### config.mk
export PLATFORM = sky130hd
export DESIGN_NAME = airtime_calc
export DESIGN_NICKNAME = d
export VERILOG_FILES = /design/src/rtl/airtime_pkg.sv /design/src/rtl/airtime_mode_table.sv /design/src/rtl/airtime_div.sv /design/src/rtl/airtime_calc.sv
export SDC_FILE = /design/constraint.sdc
export NUM_CORES = 1
export LEC_CHECK = 0
export BUFFER_PORTS_ARGS = -buffer_cell sky130_fd_sc_hd__buf_4
export CORE_ASPECT_RATIO = 0.6
export CORE_MARGIN = 2
export CORE_UTILIZATION = 55
export CTS_BUF_LIST = sky130_fd_sc_hd__clkbuf_8 sky130_fd_sc_hd__clkbuf_16
export CTS_CLUSTER_DIAMETER = 50
export DETAILED_ROUTE_END_ITERATION = 10
export GPL_ROUTABILITY_DRIVEN = 0
export PLACE_DENSITY = 0.76
export SLEW_MARGIN = 10
export SYNTH_ARGS = -nofsm -noshare
export SYNTH_HDL_FRONTEND = slang
export SYNTH_HIERARCHICAL = 1
export SYNTH_SLANG_ARGS = --single-unit
### constraint.sdc
create_clock -name clk -period 4.8 [get_ports clk]
set_input_delay 0.24 -clock clk [delete_from_list [all_inputs] [get_ports clk]]
set_output_delay 0.24 -clock clk [all_outputs]
set_load 0.005 [all_outputs]
### src/rtl/airtime_pkg.sv
package airtime_pkg;

    typedef enum logic [1:0] {
        BW_NORMAL  = 2'd0,
        BW_DOUBLE  = 2'd1,
        BW_HALF    = 2'd2,
        BW_QUARTER = 2'd3
    } bw_mode_e;

    localparam int unsigned CONST_W     = 8;
    localparam int unsigned SHIFT_W     = 3;
    localparam int unsigned HDR_BITS    = 22;
    localparam int unsigned BASE_GAP    = 16;
    localparam int unsigned BASE_PRE    = 20;
    localparam int unsigned BASE_SYMLOG = 2;
    localparam int unsigned DBL_GAP     = 8;
    localparam int unsigned DBL_PRE     = 10;
    localparam int unsigned HALF_GAP    = 32;
    localparam int unsigned QTR_GAP     = 64;

    typedef struct packed {
        logic [CONST_W-1:0] gap;
        logic [CONST_W-1:0] pre;
        logic [SHIFT_W-1:0] sym_log;
    } bw_timing_t;

    typedef enum logic [2:0] {
        ST_IDLE   = 3'd0,
        ST_PREP   = 3'd1,
        ST_DIVIDE = 3'd2,
        ST_SCALE  = 3'd3,
        ST_FAULT  = 3'd4,
        ST_REPORT = 3'd5
    } calc_state_e;

    typedef enum logic {
        DV_IDLE = 1'b0,
        DV_RUN  = 1'b1
    } div_state_e;

endpackage

### src/rtl/airtime_mode_table.sv
module airtime_mode_table
    import airtime_pkg::*;
(
    input  logic [1:0] mode_i,
    output bw_timing_t timing_o
);

    always_comb begin
        timing_o = '0;
        unique case (bw_mode_e'(mode_i))
            BW_NORMAL: begin
                timing_o.gap     = CONST_W'(BASE_GAP);
                timing_o.pre     = CONST_W'(BASE_PRE);
                timing_o.sym_log = SHIFT_W'(BASE_SYMLOG);
            end
            BW_DOUBLE: begin
                timing_o.gap     = CONST_W'(DBL_GAP);
                timing_o.pre     = CONST_W'(DBL_PRE);
                timing_o.sym_log = SHIFT_W'(BASE_SYMLOG);
            end
            BW_HALF: begin
                timing_o.gap     = CONST_W'(HALF_GAP);
                timing_o.pre     = CONST_W'(BASE_PRE * 2);
                timing_o.sym_log = SHIFT_W'(BASE_SYMLOG + 1);
            end
            BW_QUARTER: begin
                timing_o.gap     = CONST_W'(QTR_GAP);
                timing_o.pre     = CONST_W'(BASE_PRE * 4);
                timing_o.sym_log = SHIFT_W'(BASE_SYMLOG + 2);
            end
            default: timing_o = '0;
        endcase
    end

endmodule

### src/rtl/airtime_div.sv
module airtime_div
    import airtime_pkg::*;
#(
    parameter int unsigned NUM_W = 20,
    parameter int unsigned DEN_W = 15
) (
    input  logic             clk,
    input  logic             rst_n,
    input  logic             load_i,
    input  logic [NUM_W-1:0] num_i,
    input  logic [DEN_W-1:0] den_i,
    output logic             done_o,
    output logic [NUM_W-1:0] quot_o,
    output logic [DEN_W-1:0] rem_o
);

    localparam int unsigned CNT_W  = $clog2(NUM_W + 1);
    localparam int unsigned PROD_W = NUM_W + DEN_W;

    div_state_e         st_q;
    logic [CNT_W-1:0]   cnt_q;
    logic [NUM_W-1:0]   q_q;
    logic [DEN_W-1:0]   r_q;
    logic [DEN_W-1:0]   den_q;
    logic [NUM_W-1:0]   num_q;
    logic               done_q;

    logic [DEN_W:0]     shifted;
    logic               fits;
    logic [DEN_W:0]     diff;
    logic [DEN_W-1:0]   r_next;

    always_comb begin
        shifted = {r_q, q_q[NUM_W-1]};
        fits    = shifted >= {1'b0, den_q};
        diff    = shifted - {1'b0, den_q};
        r_next  = fits ? diff[DEN_W-1:0] : shifted[DEN_W-1:0];
    end

    always_ff @(posedge clk or negedge rst_n) begin
        if (!rst_n) begin
            st_q   <= DV_IDLE;
            cnt_q  <= '0;
            q_q    <= '0;
            r_q    <= '0;
            den_q  <= '0;
            num_q  <= '0;
            done_q <= 1'b0;
        end else begin
            done_q <= 1'b0;
            unique case (st_q)
                DV_IDLE: begin
                    if (load_i) begin
                        q_q   <= num_i;
                        num_q <= num_i;
                        den_q <= den_i;
                        r_q   <= '0;
                        cnt_q <= CNT_W'(NUM_W);
                        st_q  <= DV_RUN;
                    end
                end
                DV_RUN: begin
                    r_q   <= r_next;
                    q_q   <= {q_q[NUM_W-2:0], fits};
                    cnt_q <= cnt_q - 1'b1;
                    if (cnt_q == CNT_W'(1)) begin
                        done_q <= 1'b1;
                        st_q   <= DV_IDLE;
                    end
                end
                default: st_q <= DV_IDLE;
            endcase
        end
    end

    assign done_o = done_q;
    assign quot_o = q_q;
    assign rem_o  = r_q;

    assert_rem_below_divisor_R7: assert property (@(posedge clk) disable iff (!rst_n)
        done_o |-> (rem_o < den_q));

    assert_quotient_exact_R2: assert property (@(posedge clk) disable iff (!rst_n)
        done_o |-> ((PROD_W'(quot_o) * PROD_W'(den_q) + PROD_W'(rem_o)) == PROD_W'(num_q)));

endmodule

### src/rtl/airtime_calc.sv
module airtime_calc
    import airtime_pkg::*;
#(
    parameter int unsigned LEN_W  = 12,
    parameter int unsigned RATE_W = 10
) (
    input  logic                 clk,
    input  logic                 rst_n,
    input  logic                 start_i,
    input  logic [LEN_W-1:0]     len_i,
    input  logic [RATE_W-1:0]    rate_i,
    input  logic [1:0]           mode_i,
    output logic                 busy_o,
    output logic                 done_o,
    output logic [LEN_W+7:0]     dur_o,
    output logic                 err_o
);

    localparam int unsigned NUM_W   = LEN_W + 8;
    localparam int unsigned DEN_W   = RATE_W + 5;
    localparam int unsigned DUR_W   = NUM_W;

    calc_state_e          state_q, state_n;
    logic [LEN_W-1:0]     len_q;
    logic [RATE_W-1:0]    rate_q;
    logic [1:0]           mode_q;
    logic [DUR_W-1:0]     dur_q;
    logic                 err_q;

    bw_timing_t           timing;
    logic [NUM_W-1:0]     bits_c;
    logic [NUM_W-1:0]     num_c;
    logic [DEN_W-1:0]     den_c;
    logic                 div_done;
    logic [NUM_W-1:0]     div_quot;
    logic [DEN_W-1:0]     div_rem;
    logic [NUM_W-1:0]     symbols_c;
    logic [DUR_W-1:0]     airtime_c;
    logic [DUR_W-1:0]     floor_c;

    airtime_mode_table u_table (
        .mode_i   (mode_q),
        .timing_o (timing)
    );

    always_comb begin
        bits_c    = NUM_W'(HDR_BITS) + (NUM_W'(len_q) << 3);
        num_c     = (bits_c << 3) + (bits_c << 1);
        den_c     = DEN_W'(rate_q) << timing.sym_log;
        symbols_c = div_quot + NUM_W'(div_rem != '0);
        airtime_c = DUR_W'(timing.gap) + DUR_W'(timing.pre)
                  + (DUR_W'(symbols_c) << timing.sym_log);
        floor_c   = DUR_W'(timing.gap) + DUR_W'(timing.pre)
                  + (DUR_W'(1) << timing.sym_log);
    end

    airtime_div #(
        .NUM_W (NUM_W),
        .DEN_W (DEN_W)
    ) u_div (
        .clk    (clk),
        .rst_n  (rst_n),
        .load_i (state_q == ST_PREP),
        .num_i  (num_c),
        .den_i  (den_c),
        .done_o (div_done),
        .quot_o (div_quot),
        .rem_o  (div_rem)
    );

    // next-state logic
    always_comb begin
        state_n = state_q;
        unique case (state_q)
            ST_IDLE: begin
                if (start_i) state_n = (rate_i == '0) ? ST_FAULT : ST_PREP;
            end
            ST_PREP:   state_n = ST_DIVIDE;
            ST_DIVIDE: if (div_done) state_n = ST_SCALE;
            ST_SCALE:  state_n = ST_REPORT;
            ST_FAULT:  state_n = ST_REPORT;
            ST_REPORT: state_n = ST_IDLE;
            default:   state_n = ST_IDLE;
        endcase
    end

    // state register
    always_ff @(posedge clk or negedge rst_n) begin
        if (!rst_n) state_q <= ST_IDLE;
        else        state_q <= state_n;
    end

    // request latch and result registers
    always_ff @(posedge clk or negedge rst_n) begin
        if (!rst_n) begin
            len_q  <= '0;
            rate_q <= '0;
            mode_q <= '0;
            dur_q  <= '0;
            err_q  <= 1'b0;
        end else begin
            unique case (state_q)
                ST_IDLE: begin
                    if (start_i) begin
                        len_q  <= len_i;
                        rate_q <= rate_i;
                        mode_q <= mode_i;
                    end
                end
                ST_SCALE: begin
                    dur_q <= airtime_c;
                    err_q <= 1'b0;
                end
                ST_FAULT: begin
                    dur_q <= '1;
                    err_q <= 1'b1;
                end
                default: ;
            endcase
        end
    end

    assign busy_o = (state_q != ST_IDLE);
    assign done_o = (state_q == ST_REPORT);
    assign dur_o  = dur_q;
    assign err_o  = err_q;

    assert_done_single_R8: assert property (@(posedge clk) disable iff (!rst_n)
        done_o |=> !done_o);

    assert_busy_holds_request_R9: assert property (@(posedge clk) disable iff (!rst_n)
        busy_o |=> ($stable(len_q) && $stable(rate_q) && $stable(mode_q)));

    assert_fault_saturates_R10: assert property (@(posedge clk) disable iff (!rst_n)
        (done_o && err_o) |-> (dur_o == '1));

    assert_good_needs_rate_R10: assert property (@(posedge clk) disable iff (!rst_n)
        (done_o && !err_o) |-> (rate_q != '0));

    assert_at_least_one_symbol_R1: assert property (@(posedge clk) disable iff (!rst_n)
        (done_o && !err_o) |-> (dur_o >= floor_c));

endmodule

==> impl_results.md <==
* Status: finished, final reports clean
* Synth Cell Area at 8860 µm²
* Reg2Reg Launch Point: u_div/rem_o[11]
* Largest net degree at the start of global routing at 54
* Final nets at 1,150
* Num rows at 35
* Hpwl dp at 16.3 mm
* GRT Total Usage at 26.8%
* Total die area at 17,200 µm²
* Hold Vio Cnt, Final at 0
* Iteration-0 DRC Markers at between 700 and 800
* R2R setup slack at 200 ps
* Die width at 168 µm
* Num CTS Buffers at 9
* Required time worst endpoint at 5080 ps
* FF-to-FF path depth at 21
* I/O Buffers at 49
* Routed vias at 7,931
* H-tree depth at 3
* Post-Syn Instances at 1,030
* Share of layout cells above drive strength 1 at 19.5%
* Fmax at 217 MHz
* YS warnings at 6
* DRC viols at 0
* Multi-input gate area at roughly 5800 µm²
* WP data arrival at 4880 ps
* Primary FF master, synth: dfrtp_1
* RSZ-0062 raised after global routing: yes
* Final ANT Viol Nets at 0
* Via density per instance at 6.21
* Skew-Pair Late Insertion Delay at approximately 360 ps
* Crit. Startpoint: u_div/rem_o[11]
* Reg-to-Reg End: dur_o[16]
* Worst Setup Path Type: flop to flop
* Avg Cell Area, Syn at 8.60 µm²
* TNS Setup at 0 ps
* Final wirelength at 22.4 mm
* Max-cap violations at 0
* Fillers at 1,309
* Slew headroom at 44.6%
* Asr flop ratio synth at 100%
* Area Overhead vs Synth at 12.3%
* Number of inserted diodes at 0
* Hold path start: len_i[0]
* Reg clk slew, reported paths at 80 ps
* Number of synthesized flops with an enable pin at 0
* CTS Sinks at roughly 110
* Register area at 2630 µm²
* Worst setup EP type: flop
* CORE AREA at 15,500 µm²
* Root Driver: clkbuf_16
* Post-DR wirelength/cell at 17.6 µm
* Commonest cells after routing, fill and taps aside: dfrtp_1 (104), buf_4 (98), nand2_1 (89), nor2_1 (68), inv_1 (52)
* Global-route wire length before repair at ~37 mm
* Hold WC Path Type: primary input to flop
* CP Launch Type: flop
* Starting Density at 57.0%
* GRT overflow at 0
* CP endpoint: dur_o[16]
* Slew Viols, Final at 0
* Netlist cell types at 94
* # IOs at 50
* Seq/Total Area, Yosys at 29.7%
* Vias in the first global route at 7,174
* Largest fanout on the critical path at 10
* Measured slew at the worst slew-check pin at just over 800 ps
* Period minus WS final at about 4600 ps
* Setup Skew at approximately 12 ps
* CTS Buffer Depth at 2
* Final setup vio count at 0
* DRT Pass-1 Iters at 5
* TritonCTS clock tree: built
* Final period util at 95.8%
* Initial antenna violation count at 0
* Commonest non-fill, non-tap cell in the layout: dfrtp_1
* Synth Register Bits at 105
* DP Worst Slack at -70.8 ps
* Final WS setup at 202 ps
* Die Ht at 102 µm
==> worst min-delay path by stage <==
stage | to | slack, ps | cells past startpoint
global route | len_q[8] | 100 | 2
floorplan | dur_o[0] | -60 | 0
detailed placement | u_div/cnt_q[4] | 330 | 1
CTS | len_q[0] | 80 | 3
finish | len_q[0] | 90 | 3
global placement | u_div/cnt_q[4] | 340 | 1
==> worst max-delay path, cell delays in order, from the launching register on <==
cell,delay [ps]
dfrtp_1,420
nor4_4,300
nand4_1,170
ha_2,250
buf_4,170
and3_1,210
mux2i_2,170
o21ai_2,150
o21ai_2,80
nor2_1,140
nor2_2,60
fa_1,600
ha_4,230
nand2_1,80
o21ai_2,60
o31a_1,310
o311ai_2,300
nor2b_4,210
nor2_1,70
buf_4,190
a31o_1,190
a31oi_1,160
==> flip-flops by register name, summed over array words and instances, names as in the netlist, 2 cells and up <==
signal,cells
dur_o,20
u_div/quot_o,20
u_div/den_q,15
u_div/rem_o,15
len_q,12
rate_q,10
u_div/cnt_q,5
state_q,3
mode_q,2
==> layer usage <==
layer / vias to the layer above / wire [µm] / GRT usage (%)
li1: 3816 / - / -
met1: 3789 / 11400 / 42.5
met2: 301 / 9170 / 38.5
met3: 25 / 1590 / 3.72
met4: 0 / 282 / 5.75
met5: - / 0 / 0
==> metrics by stage <==
stage,hold slack [ps],util (%),cell area (µm²),std cells
after floorplan,-55.6,-,8890,1037
after global routing,105,64.0,9940,1277
after CTS,80.1,62.9,9780,1275
final,86.0,64.0,9940,1277
after detailed placement,331,60.8,9460,1258
after global placement,337,60.8,9460,1258
==> Yosys cell counts, types with 17 or more instances <==
cell type,number,area [µm²]
o21ai_1,35,175
dfrtp_1,105,2630
nor3_1,24,120
buf_4,17,128
nor2b_1,17,106
o21ai_0,45,225
a31oi_1,18,113
xnor2_1,23,201
nand3_1,44,220
nand2_1,89,334
ha_1,44,551
mux2i_1,32,320
inv_1,52,195
mux2_2,30,338
a21oi_1,39,195
xor2_1,22,193
clkbuf_1,42,158
nor2_1,70,263
==> area by class of cell <==
cell class / instances / area share, %
clock buffer: 10 / 2.40
clock inverter: 6 / 0.617
inverter: 53 / 2.00
multi-input combinational: 801 / 58.5
sequential: 105 / 26.4
tap: 203 / 2.55
timing repair buffer: 99 / 7.50
==> what timing repair did <==
action / CTS / global route
hold endpoints to repair: 52 / 0
hold buffers: 1 / 0
gates cloned: 0 / 0
setup buffers: 0 / 2
pin swaps: 0 / 12
endpoints found under the setup margin: 8 / 12
resized for setup: 3 / 37
==> logic make-up after synthesis <==
| kind of cell | Yosys count | synth area share (%) |
|---|---|---|
| other | 3 | 0.127 |
| AND/OR/NAND/NOR | 356 | 21.2 |
| flip-flops | 105 | 29.7 |
| XOR/XNOR | 45 | 4.45 |
| adder cells (fa/ha/maj) | 54 | 8.47 |
| AO/OA/AOI/OAI | 267 | 20.4 |
| buffers and inverters | 131 | 6.89 |
| multiplexers | 69 | 8.77 |
Power is left out: the tool's default activity adds up to more than one toggle a clock period on the data nets, which glitch-free logic cannot reach.
